===== src/rtl/mp_gate_gen.sv =====
module mp_gate_gen #(
  parameter int PHW   = 16,
  parameter int STEP  = 1,
  parameter int DIV   = 61,
  parameter int GUARD = 2
) (
  input  logic           clk,
  input  logic           rst_n,
  input  logic [PHW-1:0] cmd_a,
  input  logic [PHW-1:0] cmd_b,
  input  logic           cmd_vld,
  output logic [47:0]    gate
);
  localparam int DW = (DIV > 1) ? $clog2(DIV) : 1;
  localparam int GW = (GUARD > 0) ? $clog2(GUARD + 1) : 1;

  function automatic logic [PHW-1:0] to_cnt(input int d10);
    longint mag;
    logic [PHW-1:0] r;
    mag = (d10 < 0) ? -longint'(d10) : longint'(d10);
    mag = (mag * (longint'(1) << PHW) + 1800) / 3600;
    r = mag[PHW-1:0];
    return (d10 < 0) ? ({PHW{1'b0}} - r) : r;
  endfunction

  logic [DW-1:0]  div_cnt;
  logic [PHW-1:0] acc, pend_a, pend_b, act_a, act_b;
  logic           armed;
  logic [PHW:0]   nxt;
  logic           tick, wrap;

  assign tick = (div_cnt == DW'(DIV - 1));
  assign nxt  = {1'b0, acc} + (PHW+1)'(STEP);
  assign wrap = tick & nxt[PHW];

  always_ff @(posedge clk) begin
    if (!rst_n) begin
      div_cnt <= '0;
      acc     <= '0;
      pend_a  <= '0;
      pend_b  <= '0;
      act_a   <= '0;
      act_b   <= '0;
      armed   <= 1'b0;
    end else begin
      div_cnt <= tick ? '0 : div_cnt + 1'b1;
      if (tick) acc <= nxt[PHW-1:0];
      if (cmd_vld) begin
        pend_a <= cmd_a;
        pend_b <= cmd_b;
      end
      if (wrap) begin
        act_a <= pend_a;
        act_b <= pend_b;
        armed <= 1'b1;
      end
    end
  end

  for (genvar l = 0; l < 24; l++) begin : g_leg
    localparam int PH   = l % 3;
    localparam int BR   = (l / 3) % 2;
    localparam int UNIT = l / 6;
    localparam int GRP  = l / 12;
    localparam int BI   = l / 3;
    localparam int UPB  = BI * 6 + 2 * PH;
    localparam int DNB  = BI * 6 + ((PH == 0) ? 3 : (PH == 1) ? 5 : 1);
    localparam logic [PHW-1:0] OFF =
        to_cnt((PH == 0) ? 0 : (PH == 1) ? -1200 : 1200) +
        to_cnt(BR ? -300 : 0) +
        to_cnt(75 - 75 * UNIT);

    logic [PHW-1:0] ph;
    logic           lvl, lvl_q;
    logic [GW-1:0]  gcnt;

    assign ph  = acc + OFF + ((GRP == 0) ? act_a : act_b);
    assign lvl = ~ph[PHW-1];

    always_ff @(posedge clk) begin
      if (!rst_n) begin
        lvl_q <= 1'b0;
        gcnt  <= '0;
      end else begin
        lvl_q <= lvl;
        if (lvl != lvl_q)   gcnt <= GW'(GUARD);
        else if (gcnt != 0) gcnt <= gcnt - 1'b1;
      end
    end

    assign gate[UPB] = armed & (gcnt == 0) & lvl_q;
    assign gate[DNB] = armed & (gcnt == 0) & ~lvl_q;
  end
endmodule


===== config.mk =====
export PLATFORM = sky130hd
export DESIGN_NAME = mp_gate_gen
export DESIGN_NICKNAME = d
export VERILOG_FILES = /design/src/rtl/mp_gate_gen.sv
export SDC_FILE = /design/constraint.sdc
export NUM_CORES = 1
export LEC_CHECK = 0
export CORE_MARGIN = 2
export CORE_UTILIZATION = 45
export CTS_BUF_LIST = sky130_fd_sc_hd__clkbuf_4
export DETAILED_ROUTE_END_ITERATION = 8
export HOLD_SLACK_MARGIN = 0.02
export PLACE_DENSITY_LB_ADDON = 0.15
export SYNTH_ARGS = -nofsm -noshare
export SYNTH_HDL_FRONTEND = slang
export SYNTH_SLANG_ARGS = --single-unit

===== constraint.sdc =====
create_clock -name clk -period 4.4 [get_ports clk]
set_clock_uncertainty 0.15 [all_clocks]
set_input_delay 0.66 -clock clk [delete_from_list [all_inputs] [get_ports clk]]
set_output_delay 0.66 -clock clk [all_outputs]
set_load 0.01 [all_outputs]

Word-level counts from Yosys, hierarchy flattened
Index checks and enable logic that the tools add are counted.

operators by class
  equality and inequality tests = 25
  bitwise operators = 122
  div/mod/pow operators = 0
  shift operators = 0
  add/subtract/negate cells = 73
  mux-type cells = 48
  multiply operators = 0
  reduce and logical (&&, ||, !) cells = 97
  $lt $le $gt $ge = 0

operators with widths
  kind                                              count
  adder 16 bit                                      24
  adder 16 bit, second input constant               14
  adder 16 x 15 -> 16 bit, second input constant    6
  two-way mux 2 bit                                 48
  nonzero test 2 bit                                48
  AND 1 bit                                         73
  OR reduction 2 bit                                25
  inverter 1 bit                                    49
  zero test 2 bit                                   24
  subtractor 2 x 1 -> 2 bit, second input constant  24
  adder 16 x 14 -> 16 bit, second input constant    2
  inequality test 1 bit                             24
  adder 16 x 1 -> 17 bit, second input constant     1
  adder 16 x 11 -> 16 bit, second input constant    1
  adder 6 x 1 -> 6 bit, second input constant       1
  == test 6 bit, second input constant              1

word-level totals
  ROM bits = 0
  memories kept = 0
  RAM bits = 0
  output and inout port bits = 48
  bits in latches = 0
  register bits = 159

Depth between registers and ports, before layout
Gate-level depths: netlist of run 1.

  depth in word-level cells = 5
  gate-level depth with buffers = 13
  mapped depth without buffers = 12

Least setup slack after synthesis of run 1
Ideal clock, no wire load.

  path type = reg2reg
  from = reg acc[11]
  to = reg g_leg[11].gcnt[0]
  setup slack = 1.392 ns
  cell stages (with the launch flop) = 12
  period minus slack after synthesis = 3.008 ns
  path buffers = 1
  data arrival time = 2.797 ns
  library setup time = 0.061 ns
  cell sequence = dfxtp_1 -> ha_1 -> inv_1 -> fa_1 -> clkbuf_1 -> o21bai_1 -> a21o_1 -> a21oi_1 -> mux2_2 -> a311oi_2 -> xnor2_1 -> and4b_1

on the way
  longest elaborated chain between the ends = 5

ends and longest elaborated chain
  item                                 line  source
  start: declaration                   27    logic [PHW-1:0] acc, pend_a, pend_b, act_a, act_b;
  start signal: assignment             47    if (tick) acc <= nxt[PHW-1:0];
  adder 16 x 15 -> 16 bit              77    assign ph = acc + OFF + ((GRP == 0) ? act_a : act_b);
  adder 16 bit                         77
  inverter 1 bit                       78    assign lvl = ~ph[PHW-1];
  inequality test 1 bit                86    if (lvl != lvl_q) gcnt <= GW'(GUARD);
  OR reduction 2 bit (no source line)  -
  end signal: assignment               86
  end signal: assignment               87    else if (gcnt != 0) gcnt <= gcnt - 1'b1;
  end: declaration                     75    logic [GW-1:0] gcnt;

No other way between the ends.
A chain may end at the register's enable or synchronous reset.

Worst setup path after layout of run 1
  from = reg armed
  to = out gate[19]

on the way
  longest elaborated chain between the ends = 2

ends and longest elaborated chain
  item                      line  source
  start: declaration        28    logic armed;
  start signal: assignment  44    armed <= 1'b0;
  start signal: assignment  55    armed <= 1'b1;
  AND 1 bit (2 in series)   92    assign gate[DNB] = armed & (gcnt == 0) & ~lvl_q;
  end: declaration          12    output logic [47:0] gate

No other way between the ends.

==> results of run 1 <==
-- power by group --
group	leakage [nW]	internal, mW	switching [mW]	total [mW]
clock network	0.147	0.399	0.573	0.972
registers	1.29	1.47	0.0232	1.50
logic	3.80	0.0687	0.0472	0.116
-- per-stage QoR --
stage          instances  area [um2]
5_1_grt             1622       12100
3_5_place_dp        1590       11800
2_1_floorplan       1222       10700
3_3_place_gp        1590       11800
4_1_cts             1621       12100
6_report            1622       12100
-- layer usage --
| metal | track usage | wire length [um] | vias to the layer above | part of all wire |
|---|---|---|---|---|
| li1 | - | - | 4369 | - |
| met5 | 0 | 0 | - | 0 |
| met1 | 0.271 | 12100 | 3889 | 0.50 |
| met4 | 0.0592 | 399 | 0 | 0.016 |
| met3 | 0.0261 | 745 | 28 | 0.031 |
| met2 | 0.329 | 11100 | 139 | 0.46 |
-- critical path: stages, from the launching register on --
cell             delay (ns)
dfxtp_1                0.89
buf_4                  0.34
nor4b_1                0.30
clkdlybuf4s50_1        0.60
-- registers in the layout (all words and copies together) (netlist names), 6 cells and up --
signal       count
act_b           16
pend_b          16
div_cnt          6
g_leg.lvl_q     24
act_a           16
pend_a          16
g_leg.gcnt      48
acc             16
-- layout make-up --
class                      count  area share
clock buffer                  18      0.0112
antenna                        1    0.000207
sequential                   159       0.263
inverter                     106      0.0328
timing repair buffer          89      0.0715
tap                          319      0.0329
multi-input combinational    917       0.575
clock inverter                13      0.0134
-- cell families after synthesis --
group / Yosys count
compound gates: 227
xor+xnor: 82
fa+ha+maj: 142
buf+inv: 146
flops: 159
mux: 37
simple gates: 429
-- path summary, 6_finish.rpt --
check | endpoint | slack [ns] | from | depth (start not counted)
min reg2reg | act_b[10] | 0.31 | pend_b[10] | 2
max reg2reg | g_leg[12].gcnt[1] | 0.92 | acc[8] | 11
min | act_b[10] | 0.31 | pend_b[10] | 2
max | gate[19] | 0.89 | armed | 3
-- cells in the final DEF (no fill, tap or decap), types with 5 or more instances in the layout --
cell	n
dfxtp_1	159
or3_1	6
nor2b_1	45
xor2_1	27
a211oi_1	6
xnor2_1	49
o21a_1	25
o21ai_1	5
and4b_1	8
a21o_1	17
nand4b_1	5
nor4b_1	24
clkdlybuf4s50_1	80
ha_1	137
nand2_1	134
mux2i_1	36
a21boi_1	10
nor2_1	35
a31oi_1	10
nand3_1	20
and2_1	53
nor3_1	28
a21oi_1	46
buf_4	8
nand4_1	8
and3_1	9
nor4_1	6
clkbuf_4	18
o211ai_1	6
nand2b_1	11
a21boi_0	37
fa_1	5
o21ai_0	28
nor4bb_1	24
inv_1	106
==> out/qor.yml, run 1 <==
job:
  cap_viol_max_count: 0
floorplanning:
  die_w_um: 158
  start_util: 0.458
  rows: 56
  die_area_um2: 25100
  die_y_um: 158
  ios: 83
  coreArea_um2: 23400
worst_setup_path:
  cp_data_arrival_time_ns: 2.70
  worstSetupEndpointType: "output port"
  path_max_fanout: 29
  startpoint_type: "flop"
  critPathKind: "flop to output port"
  required_ns: 3.59
synth:
  synth-edff-count: 0
  synth_seq_cells: 159
  synth_top_area_share: 0.297
  synthFlopType: "dfxtp_1"
  syn_area_um2: 10700
  synth_compound_area_frac: 0.146
  synthCells: 1222
  synth_top_family_by_area: "simple AND/OR/NAND/NOR gates"
  syn_area_per_cell_um2: 8.77
  synth-simple-area-share: 0.227
  synth_cell_type_count: 71
  synth_xor_area_frac: 0.0735
  synth_fa_ha_area_frac: 0.169
  synth.area.mux_share: 0.0347
  ys_seq_area_frac: 0.297
  yosysMostFrequentCell: "dfxtp_1"
  syn_nets: 1399
  synth_top_cell_by_area: "dfxtp_1"
  synthArstFlopShare: 0
  yosysWarnings: 0
  synth.area.top_cells: "dfxtp_1, ha_1, nand2_1, xnor2_1, inv_1"
  synth_common_cells: "dfxtp_1, ha_1, nand2_1"
cts:
  clkTransAtPathRegs_ns: 0.15
  cts_setup_buffers: 0
  cts_tree: "built"
  root_buffer: "clkbuf_4"
  htree_levels: 4
  clkSinkCount: 159
  cts_hold_buf: 0
  clock_latency_ns: 0.57
  cts_buffer_depth: 2
  cts_resized: 0
  cts_made_buffers: 17
route:
  finalWirelength_mm: 24.3
  vias: 8425
  final_antenna_net_count: 0
  drtIter0Drc: 445
  drt-pass1-iter-count: 5
  drc_errors: 0
  viasPerCell: 5.19
  wire_per_inst_um: 15.0
sta:
  whs_ns: 0.309
  rsz0062_at_grt: "no"
  setup_ws_ns: 0.893
  finalHoldViolCount: 0
  setup_tns_ns: 0
  worst-slew-pin-transition_ns: 0.986
  period_minus_slack_ns: 3.51
  fin_crit_sh: 0.797
  fmax_mhz: 285
  relSlewSlack: 0.338
  setup_viol: 0
  slew_violations: 0
layout:
  fillers: 2295
  multi_input_area_um2: 6970
  regArea_um2: 3180
  drive_above_1_share: 0.0438
  nets: 1467
  area_delta_synth_final_pct: 13.1
  final_core_util: 0.518
global_route:
  grt_usage: 0.199
  grt_max_degree: 62
  grt_pass1_wl_mm: 39.2
  grt_pass1_vias: 7673
  grt-ovfl-total: 0
  antenna_found_initial: 1
placement:
  pre_cts_slack_ns: 0.979
  numPortBuffers: 82
  gp_congestion: 0.899
  hpwl_mm: 18.9
power:
  p_leak_nw: 5.24
  power.density_nw_per_um2: 213
  peakVddDrop_mv: 0.131
  total_power_mw: 2.58
min_path:
  min_path_type: "flop to flop"
run_status:
  status: "complete, no violations"
(Power assumes the default switching activity.)
==> run 2, diff against run 1 <==
==> constraint.sdc (replaced) <==
create_clock -name clk -period 3 [get_ports clk]
set_clock_uncertainty 0.15 [all_clocks]
set_input_delay 0.45 -clock clk [delete_from_list [all_inputs] [get_ports clk]]
set_output_delay 0.45 -clock clk [all_outputs]
set_load 0.01 [all_outputs]
==> run 2 against run 1 <==
Clock-buffer cell count unchanged. Critical path type is now flop to flop. Via count up 5.8%. Clock power rose by 44%. Design area increased by 12%. Cell count is 7.2% higher. Largest power group unchanged.
==> out/qor.yml, run 2 (synthesis results as in run 1) <==
run_status:
  status: "complete, no violations"
power:
  peakVddDrop_mv: 0.272  # +110%
  swShare: 0.263  # +0.0135
  internal-power_mw: 2.78  # +43%
  clkPwrFrac: 0.372  # -0.004
  total_power_mw: 3.77  # +46%
  power_frac_comb: 0.047  # +0.002
  power.density_nw_per_um2: 277  # +30%
  p_sw_mw: 0.991  # +54%
  seqPwrFrac: 0.582  # +0.003
  p_leak_nw: 5.90  # +13%
cts:
  clock_latency_ns: 0.58  # about the same
  clkTransAtPathRegs_ns: 0.16  # about the same
  htree_levels: 4  # unchanged
  cts_made_buffers: 17  # unchanged
  cts_buffer_depth: 2  # unchanged
  clkSinkCount: 159  # unchanged
  root_buffer: "clkbuf_4"
  cts_hold_buf: 0  # unchanged
  cts_tree: "built"
sta:
  relSlewSlack: 0.344  # +0.00653
  rsz0062_at_grt: "yes"
  fin_crit_sh: 0.989
  setup_ws_ns: 0.0339  # -0.859 ns
  fmax_mhz: 337
  finalHoldViolCount: 0  # unchanged
  setup_viol: 0  # unchanged
  slew_violations: 0  # unchanged
  worst-slew-pin-transition_ns: 0.983  # -0.00272 ns
  period_minus_slack_ns: 2.97
global_route:
  grt_use_met1: 0.279  # +0.00886
  grt_usage: 0.207  # +0.00865
  top_usage_layer: "met2"
  grt_pass1_vias: 8236  # +7.3%
  use_met3: 0.0234  # -0.00272
  grt_pass1_wl_mm: 41.2  # +5.0%
  use_met2: 0.355  # +0.0265
  antenna_found_initial: 1  # unchanged
  grt_max_degree: 57  # -8.1%
  grt-ovfl-total: 0  # unchanged
layout:
  area_delta_synth_final_pct: 27.1
  final_cell_mix: "dfxtp_1, nand2_1, buf_4, ha_1, inv_1"
  top_register: "g_leg.gcnt"
  largest_reg_flops: 48  # unchanged
  final_common_cell: "dfxtp_1"
  final_core_util: 0.582  # +0.0642
  top_regs: "g_leg.gcnt (48), g_leg.lvl_q (24)"
  fin_area_um2: 13600  # +12%
  drive_above_1_share: 0.191  # +0.147
  nets: 1583  # +7.9%
worst_setup_path:
  crit_family: "compound AO/OA/AOI/OAI gates"
  critPathKind: "flop to flop"
  cpMostUsedCell: "ha_1"
  startpoint_type: "flop"
  max_stage_delay_ns: 0.36  # -0.53 ns
  slowest_stage: "dfxtp_2"
  crit_start: "acc[10]"
  path_max_fanout: 3  # -90%
  reg2reg_from: "acc[10]"
  cp_data_arrival_time_ns: 3.34  # +0.64 ns
  worstSetupEndpointType: "flop"
  crit_chain: "inv_2 -> buf_12 -> ha_1 -> inv_1 -> ha_1 -> nand4b_1 -> a21oi_2 -> a21oi_4 -> buf_4 -> a21bo_2 -> a311oi_2 -> xnor2_1 -> and4b_1"
  required_ns: 3.38  # -0.21 ns
  crit_buf_inv: 4  # +2
floorplanning:
  start_util: 0.458  # unchanged
  die_w_um: 158  # unchanged
  rows: 56  # unchanged
  die_area_um2: 25100  # unchanged
  ios: 83  # unchanged
  die_y_um: 158  # unchanged
  coreArea_um2: 23400  # unchanged
route:
  vias: 8913  # +5.8%
  drtIter0Drc: 393  # -12%
  drc_errors: 0  # unchanged
  final_antenna_net_count: 0  # unchanged
  wire_per_inst_um: 15.1  # +0.97%
  drt-pass1-iter-count: 5  # unchanged
  finalWirelength_mm: 26.3  # +8.3%
  viasPerCell: 5.13  # -1.3%
min_path:
  min_path_type: "input port to flop"
  hp-start: "rst_n"
placement:
  place_area_um2: 12700  # +7.2%
  gp_congestion: 0.903  # +0.55%
  numPortBuffers: 82  # unchanged
  pre_cts_slack_ns: -0.133  # -1.11 ns
  hpwl_mm: 20.0  # +5.8%
job:
  cap_viol_max_count: 0  # unchanged
## run 2: cell count changes in the layout (fill, tap and decap cells not counted), sizes merged
cell,previous run,this run
buf,9,125
bufinv,3,2
clkinv,3,4
inv,109,110
## run 2: through the flow
stage	cells	TNS, ns	hold WS [ns]
2_1_floorplan	1222	0	0.284
3_3_place_gp	1697	-0.178	0.295
3_5_place_dp	1697	-0.637	0.298
4_1_cts	1729	-0.0296	0.191
5_1_grt	1739	-0.376	0.221
6_report	1739	0	0.201
## run 2: power groups by stage
stage	clock network, mW	registers [mW]	logic [mW]
after floorplan	0	2.23	0.112
after global placement	0	2.24	0.173
after detailed placement	0	2.24	0.177
after CTS	1.44	2.20	0.177
after global routing	1.52	2.20	0.195
final	1.40	2.20	0.176
## run 2: area by class of cell
type | count | area [um2]
fillers | 2151 | 9790
multi-input cells | 917 | 7520
flip-flops and latches | 159 | 3200
repair buffers | 205 | 1800
inverters | 106 | 403
well taps | 319 | 399
clock inverters | 14 | 158
clock buffers | 18 | 135
diodes | 1 | 2.50
## run 2: final timing paths
check	endpoint	slack [ns]	cells after the start
setup / recovery	g_leg[11].gcnt[0]	0.03	13
hold / removal	g_leg[15].gcnt[0]	0.20	3
setup reg to reg	g_leg[11].gcnt[0]	0.03	13
hold reg to reg	g_leg[22].gcnt[0]	0.31	2
## run 2: worst reg2reg max path: stages (launching register included)
cell and delay (ns):
dfxtp_2 0.36, inv_2 0.06, buf_12 0.12, ha_1 0.28, inv_1 0.05, ha_1 0.30, nand4b_1 0.23, a21oi_2 0.23
a21oi_4 0.11, buf_4 0.16, a21bo_2 0.21, a311oi_2 0.27, xnor2_1 0.17, and4b_1 0.20
## run 2: per-layer routing
layer	up-vias	wire, um
met5	-	0
li1	4602	-
met1	4144	13000
met2	141	12200
met3	26	665
met4	0	403
## run 2: what timing repair did
item / CTS / global route
pin swaps: 3 / 38
resized for setup: 16 / 106
buffers inserted: 0 / 9
hold endpoints to repair: 0 / 0
endpoints found under the setup margin: 20 / 54
